File: src/rtl/tone_reg_pkg.sv
package tone_reg_pkg;

  typedef enum logic [1:0] {
    SCL_X1   = 2'd0,
    SCL_X16  = 2'd1,
    SCL_X256 = 2'd2,
    SCL_HALT = 2'd3
  } scale_e;

  typedef enum logic [1:0] {
    OFS_CTRL   = 2'd0,
    OFS_LO     = 2'd1,
    OFS_HI     = 2'd2,
    OFS_GLOBAL = 2'd3
  } ofs_e;

  // freeze beats 256x, 256x beats 16x
  function automatic scale_e pick_scale(input logic frz, input logic x16, input logic x256);
    if (frz)       return SCL_HALT;
    else if (x256) return SCL_X256;
    else if (x16)  return SCL_X16;
    else           return SCL_X1;
  endfunction

endpackage

File: src/rtl/tone_addr_dec.sv
module tone_addr_dec
  import tone_reg_pkg::*;
#(
  parameter int ADDR_W    = 16,
  parameter int NUM_CH    = 3,
  parameter int BANK_W    = 4,
  parameter int BANK_BASE = 9,
  parameter int GLB_CH    = 0
) (
  input  logic              wr_en,
  input  logic [ADDR_W-1:0] wr_addr,
  input  logic              swap,
  output logic [NUM_CH-1:0] ctrl_we,
  output logic [NUM_CH-1:0] lo_we,
  output logic [NUM_CH-1:0] hi_we,
  output logic              glb_we
);
  localparam int BANK_LSB = ADDR_W - BANK_W;

  logic [BANK_W-1:0] bank;
  logic [1:0]        ofs_raw;
  ofs_e              ofs;

  assign bank    = wr_addr[ADDR_W-1:BANK_LSB];
  assign ofs_raw = wr_addr[1:0];

  always_comb begin
    if (swap) ofs = ofs_e'({ofs_raw[0], ofs_raw[1]});
    else      ofs = ofs_e'(ofs_raw);
  end

  for (genvar ch = 0; ch < NUM_CH; ch++) begin : g_bank
    logic hit;
    assign hit         = wr_en && (bank == BANK_W'(BANK_BASE + ch));
    assign ctrl_we[ch] = hit && (ofs == OFS_CTRL);
    assign lo_we[ch]   = hit && (ofs == OFS_LO);
    assign hi_we[ch]   = hit && (ofs == OFS_HI);
  end

  assign glb_we = wr_en && (bank == BANK_W'(BANK_BASE + GLB_CH)) && (ofs == OFS_GLOBAL);

endmodule

File: src/rtl/tone_chan_regs.sv
module tone_chan_regs #(
  parameter int DATA_W = 8,
  parameter int PER_W  = 12,
  parameter int EN_BIT = 7
) (
  input  logic              clk,
  input  logic              rst_n,
  input  logic              ctrl_we,
  input  logic              lo_we,
  input  logic              hi_we,
  input  logic [DATA_W-1:0] wdata,
  output logic [DATA_W-1:0] ctrl_q,
  output logic [PER_W-1:0]  period_q,
  output logic              en_q
);
  localparam int LO_W = DATA_W;
  localparam int HI_W = PER_W - LO_W;

  logic [DATA_W-1:0] ctrl_d;
  logic [PER_W-1:0]  period_d;
  logic              en_d;

  always_comb begin
    ctrl_d   = ctrl_q;
    period_d = period_q;
    en_d     = en_q;
    if (ctrl_we) ctrl_d = wdata;
    if (lo_we)   period_d[LO_W-1:0] = wdata;
    if (hi_we) begin
      period_d[PER_W-1:LO_W] = wdata[HI_W-1:0];
      en_d                   = wdata[EN_BIT];
    end
  end

  always_ff @(posedge clk or negedge rst_n) begin
    if (!rst_n) begin
      ctrl_q   <= '0;
      period_q <= '0;
      en_q     <= 1'b0;
    end else begin
      ctrl_q   <= ctrl_d;
      period_q <= period_d;
      en_q     <= en_d;
    end
  end

  // no write enable, no change
  p_idle_hold_r10: assert property (@(posedge clk) disable iff (!rst_n)
    !(ctrl_we || lo_we || hi_we) |=> ($stable(ctrl_q) && $stable(period_q) && $stable(en_q)));

endmodule

File: src/rtl/tone_period_scale.sv
module tone_period_scale
  import tone_reg_pkg::*;
#(
  parameter int NUM_CH = 3,
  parameter int PER_W  = 12,
  parameter int DATA_W = 8,
  parameter int SH_MID = 4,
  parameter int SH_TOP = 8
) (
  input  logic                    clk,
  input  logic                    rst_n,
  input  logic                    glb_we,
  input  logic [DATA_W-1:0]       wdata,
  input  logic [NUM_CH*PER_W-1:0] period_raw,
  output logic                    freeze,
  output logic [NUM_CH*PER_W-1:0] period_eff
);
  localparam int FLAG_W = 3;

  logic [FLAG_W-1:0] flags_q, flags_d;
  scale_e            mode;

  always_comb begin
    flags_d = flags_q;
    if (glb_we) flags_d = wdata[FLAG_W-1:0];
  end

  always_ff @(posedge clk or negedge rst_n) begin
    if (!rst_n) flags_q <= '0;
    else        flags_q <= flags_d;
  end

  assign mode   = pick_scale(flags_q[0], flags_q[1], flags_q[2]);
  assign freeze = (mode == SCL_HALT);

  for (genvar ch = 0; ch < NUM_CH; ch++) begin : g_scale
    logic [PER_W-1:0] raw, eff;
    assign raw = period_raw[ch*PER_W +: PER_W];
    always_comb begin
      case (mode)
        SCL_X16:  eff = raw >> SH_MID;
        SCL_X256: eff = raw >> SH_TOP;
        default:  eff = raw;
      endcase
    end
    assign period_eff[ch*PER_W +: PER_W] = eff;


    p_mid_shift_r6: assert property (@(posedge clk) disable iff (!rst_n)
      (!flags_q[0] && flags_q[1] && !flags_q[2]) |-> (period_eff[ch*PER_W +: PER_W] == (raw >> SH_MID)));

    p_top_shift_r7: assert property (@(posedge clk) disable iff (!rst_n)
      (!flags_q[0] && flags_q[2]) |-> (period_eff[ch*PER_W +: PER_W] == (raw >> SH_TOP)));

    p_freeze_unscaled_r8: assert property (@(posedge clk) disable iff (!rst_n)
      flags_q[0] |-> (freeze && (period_eff[ch*PER_W +: PER_W] == raw)));
  end


  p_flag_load_r5: assert property (@(posedge clk) disable iff (!rst_n)
    glb_we |=> (freeze == $past(wdata[0])));

endmodule

File: src/rtl/tone_reg_port.sv
module tone_reg_port
  import tone_reg_pkg::*;
#(
  parameter int ADDR_W    = 16,
  parameter int BANK_BASE = 9
) (
  input  logic              clk,
  input  logic              rst_n,
  input  logic              addr_swap,
  input  logic              wr_en,
  input  logic [ADDR_W-1:0] wr_addr,
  input  logic [7:0]        wr_data,
  output logic              freeze,
  output logic [3:0]        p1_volume,
  output logic [2:0]        p1_duty,
  output logic              p1_const,
  output logic              p1_enable,
  output logic [11:0]       p1_period,
  output logic [3:0]        p2_volume,
  output logic [2:0]        p2_duty,
  output logic              p2_const,
  output logic              p2_enable,
  output logic [11:0]       p2_period,
  output logic [5:0]        ramp_rate,
  output logic              ramp_enable,
  output logic [11:0]       ramp_period
);
  localparam int NUM_CH  = 3;
  localparam int DATA_W  = 8;
  localparam int PER_W   = 12;
  localparam int BANK_W  = 4;
  localparam int CH_P1   = 0;
  localparam int CH_P2   = 1;
  localparam int CH_RAMP = 2;

  // reset: asserted asynchronously, released on the clock
  logic rst_meta_q, rst_sync_n;
  always_ff @(posedge clk or negedge rst_n) begin
    if (!rst_n) begin
      rst_meta_q <= 1'b0;
      rst_sync_n <= 1'b0;
    end else begin
      rst_meta_q <= 1'b1;
      rst_sync_n <= rst_meta_q;
    end
  end

  logic [NUM_CH-1:0]       ctrl_we, lo_we, hi_we;
  logic                    glb_we;
  logic [DATA_W-1:0]       ctrl_q [NUM_CH];
  logic [NUM_CH-1:0]       en_q;
  logic [NUM_CH*PER_W-1:0] period_raw, period_eff;

  tone_addr_dec #(
    .ADDR_W(ADDR_W), .NUM_CH(NUM_CH), .BANK_W(BANK_W),
    .BANK_BASE(BANK_BASE), .GLB_CH(CH_P1)
  ) u_dec (
    .wr_en(wr_en), .wr_addr(wr_addr), .swap(addr_swap),
    .ctrl_we(ctrl_we), .lo_we(lo_we), .hi_we(hi_we), .glb_we(glb_we)
  );

  for (genvar ch = 0; ch < NUM_CH; ch++) begin : g_chan
    logic [PER_W-1:0] per_q;
    tone_chan_regs #(.DATA_W(DATA_W), .PER_W(PER_W), .EN_BIT(7)) u_regs (
      .clk(clk), .rst_n(rst_sync_n),
      .ctrl_we(ctrl_we[ch]), .lo_we(lo_we[ch]), .hi_we(hi_we[ch]),
      .wdata(wr_data),
      .ctrl_q(ctrl_q[ch]), .period_q(per_q), .en_q(en_q[ch])
    );
    assign period_raw[ch*PER_W +: PER_W] = per_q;
  end

  tone_period_scale #(
    .NUM_CH(NUM_CH), .PER_W(PER_W), .DATA_W(DATA_W), .SH_MID(4), .SH_TOP(8)
  ) u_scale (
    .clk(clk), .rst_n(rst_sync_n), .glb_we(glb_we), .wdata(wr_data),
    .period_raw(period_raw), .freeze(freeze), .period_eff(period_eff)
  );

  assign p1_const    = ctrl_q[CH_P1][7];
  assign p1_duty     = ctrl_q[CH_P1][6:4];
  assign p1_volume   = ctrl_q[CH_P1][3:0];
  assign p1_enable   = en_q[CH_P1];
  assign p1_period   = period_eff[CH_P1*PER_W +: PER_W];
  assign p2_const    = ctrl_q[CH_P2][7];
  assign p2_duty     = ctrl_q[CH_P2][6:4];
  assign p2_volume   = ctrl_q[CH_P2][3:0];
  assign p2_enable   = en_q[CH_P2];
  assign p2_period   = period_eff[CH_P2*PER_W +: PER_W];
  assign ramp_rate   = ctrl_q[CH_RAMP][5:0];
  assign ramp_enable = en_q[CH_RAMP];
  assign ramp_period = period_eff[CH_RAMP*PER_W +: PER_W];

  logic [BANK_W-1:0] bank_in;
  logic              bank_mapped;
  assign bank_in     = wr_addr[ADDR_W-1:ADDR_W-BANK_W];
  assign bank_mapped = (bank_in >= BANK_W'(BANK_BASE)) && (bank_in < BANK_W'(BANK_BASE + NUM_CH));

  // at most one register written per strobe
  p_one_target_r2: assert property (@(posedge clk) disable iff (!rst_sync_n)
    $onehot0({ctrl_we, lo_we, hi_we, glb_we}));
  // unmapped banks leave state alone
  p_unmapped_r2: assert property (@(posedge clk) disable iff (!rst_sync_n)
    (wr_en && !bank_mapped) |=> ($stable(period_raw) && $stable(en_q) && $stable(freeze)));

  p_ctrl_fields_r3: assert property (@(posedge clk) disable iff (!rst_sync_n)
    (wr_en && bank_in == BANK_W'(BANK_BASE) && wr_addr[1:0] == 2'd0)
      |=> (p1_volume == $past(wr_data[3:0]) && p1_duty == $past(wr_data[6:4])));

  p_lo_load_r4: assert property (@(posedge clk) disable iff (!rst_sync_n)
    (wr_en && !addr_swap && bank_in == BANK_W'(BANK_BASE) && wr_addr[1:0] == 2'd1)
      |=> (period_raw[7:0] == $past(wr_data)));

  p_swap_lo_r9: assert property (@(posedge clk) disable iff (!rst_sync_n)
    (wr_en && addr_swap && bank_in == BANK_W'(BANK_BASE) && wr_addr[1:0] == 2'd2)
      |=> (period_raw[7:0] == $past(wr_data)));

endmodule

File: config.mk
export PLATFORM = sky130hd
export DESIGN_NAME = tone_reg_port
export DESIGN_NICKNAME = d
export VERILOG_FILES = /design/src/rtl/tone_reg_pkg.sv /design/src/rtl/tone_addr_dec.sv /design/src/rtl/tone_chan_regs.sv /design/src/rtl/tone_period_scale.sv /design/src/rtl/tone_reg_port.sv
export SDC_FILE = /design/constraint.sdc
export NUM_CORES = 1
export LEC_CHECK = 0
export ABC_AREA = 1
export BUFFER_PORTS_ARGS = -buffer_cell sky130_fd_sc_hd__buf_2
export CORE_ASPECT_RATIO = 0.9
export CORE_MARGIN = 8
export CORE_UTILIZATION = 35
export CTS_CLUSTER_SIZE = 12
export DETAILED_ROUTE_END_ITERATION = 10
export PLACE_DENSITY = 0.63
export SYNTH_ARGS = -nofsm -noshare
export SYNTH_HDL_FRONTEND = slang
export SYNTH_HIERARCHICAL = 1
export SYNTH_SLANG_ARGS = --single-unit
export TNS_END_PERCENT = 100
File: constraint.sdc
create_clock -name clk -period 3.5 [get_ports clk]
set_input_delay 0 -clock clk [delete_from_list [all_inputs] [get_ports clk]]
set_output_delay 0 -clock clk [all_outputs]
set_load 0.02 [all_outputs]
==> reports/qor.txt <==
Antenna Nets Post-Route -> 0
CTS sink count -> 66
Ant. Diodes -> 0
Initial antenna violation count -> 0
Pins Over Slew Limit -> 0
Critical path arrival -> 2260 ps
Layout cells sized above 1 -> 23.2%
H-tree depth -> 3
Post_cts resized -> 0
Post-Synthesis Cell Area -> 3320 µm²
Post-Place Cell Area -> 3720 µm²
Avg Synthesized Cell Area -> 7.58 µm²
Die area -> 12,900 µm²
Final #Nets -> 551
Design Power -> 2.18 mW
Final core utilization -> 43.4%
Wire per inst -> 14.4 µm
Final instance area -> 3980 µm²
TritonCTS clock tree -> built
Clock Latency Late Sink -> 330 ps
Ports -> 90
Critical R2R Capture -> g_chan[2].u_regs/period_q[8]
Gr ovfl total -> 0
Hold slack -> 26.0 ps
Largest net degree at the start of global routing -> 37
WHS Endpoint -> g_chan[0].u_regs/en_q
PortBufs -> 79
CTS Root Cell -> clkbuf_8
Initial core utilization -> 36.2%
Drt total wl -> 9.31 mm
CP Launch Type -> flop
Max Cap Viol -> 0
Fmax -> 443 MHz
FF-to-FF Start -> rst_sync_n
CTS Buf Count -> 9
Setup CP Type -> flop to primary output
Leakage power -> 2.40 nW
First-pass GRT wire length -> 15.3 mm
Post-CTS Repair Setup Buffers -> 0
Post-DP HPWL -> 6.64 mm
Fin. Hold Viols -> 0
Most common cell after layout, fill and taps aside -> nand2_1
Inst Count DP -> 626
Core ar. -> 9170 µm²
Dpl ws -> 1600 ps
Hold depth -> 3
Syn Nets -> 469
Area Overhead vs Synth -> 19.9%
Ys Warns -> 6
DR iter-0 viols -> 206
CP required -> 3500 ps
Status -> complete, no violations
Worst-Margin Slew -> 992 ps
RSZ-0062 raised after global routing -> false
Setup WS post-layout -> 1240 ps
Worst R2R Path Depth -> 1
Post-Layout Cell Count -> 647
Tcrit/Tclk final -> 64.5%
Slew HR -> 33.9%
Vias in the first global route -> 2,992
Setup_tns -> 0 ps
Power per cell area -> 549 nW/µm²
Clock Pin Slew Worst Setup and Hold Paths -> 70 ps
GRT Total Usage -> 14.8%
Final Wtd Congestion -> 0.761
Worst Clk Skew -> 6.79 ps
R2R setup slack -> 2250 ps
Die Ht -> 108 µm
# rows -> 33
Critical Path Sink Type -> primary output
Via-per-instance ratio -> 4.69
Hold Startpoint -> wr_data[7]
Initial DRT Pass Iterations -> 4
Most frequent cells in the layout -> nand2_1, buf_2, dfrtp_1
Max VDD drop -> 0.235 mV
Gate count after technology mapping -> 438
Die width -> 119 µm
Clk buf depth -> 2
Drt drc -> 0
Min Tclk post-route -> 2260 ps
Hold Path Class -> primary input to flop
Final Setup Violations -> 0
Worst-path maximum fanout -> 16
Vias -> 3,032
-- what timing repair did --
action | in CTS | in global routing
endpoints found under the hold margin | 19 | 0
hold buffers | 5 | 0
endpoints found under the setup margin | 0 | 0
-- per-layer routing --
layer / up-vias / part of all wire (%) / track usage, %
met1: 1409 / 46 / 19.0
met4: 0 / 0.95 / 2.89
met5: - / 0 / 0
li1: 1495 / - / -
met3: 10 / 9.6 / 5.94
met2: 118 / 43 / 23.3
-- worst max-delay path by stage --
stage                  startpoint                    endpoint  slack, ps  depth (start not counted)
2_1_floorplan          rst_sync_n  g_chan[0].u_regs/ctrl_q[0]       1530                          0
3_3_place_gp   u_scale/flags_q[0]                p1_period[1]       1650                          7
3_5_place_dp   u_scale/flags_q[0]                p1_period[1]       1600                          7
4_1_cts        u_scale/flags_q[0]                p1_period[1]       1230                          7
5_1_grt        u_scale/flags_q[2]              ramp_period[0]       1040                          7
6_report       u_scale/flags_q[0]                p1_period[1]       1240                          7
-- flip-flops by register name, summed over array words and instances (netlist names) --
signal / flops
g_chan.u_regs/ctrl_q: 22
rst_sync_n: 1
g_chan.u_regs/period_q: 36
rst_meta_q: 1
u_scale/flags_q: 3
g_chan.u_regs/en_q: 3
-- worst max-delay path, stage by stage, from the launching register on --
cell and delay, ps:
dfrtp_1 390, nor2_1 130, inv_1 80, ha_1 680, buf_4 310, nand2_1 70
nand3_1 90, buf_2 170
-- power breakdown --
part | leakage, nW | total, mW | internal [mW] | switching [mW]
registers | 0.873 | 0.942 | 0.859 | 0.0827
logic | 1.42 | 0.578 | 0.175 | 0.403
clock network | 0.107 | 0.665 | 0.387 | 0.278
-- cell type report --
type	instances	area, µm²
clock inverters	2	35.0
well taps	122	153
inverters	33	131
fillers	960	5180
clock buffers	14	173
flip-flops and latches	66	1650
multi-input cells	323	1370
repair buffers	87	468
Power figures use the tool's default switching activity.
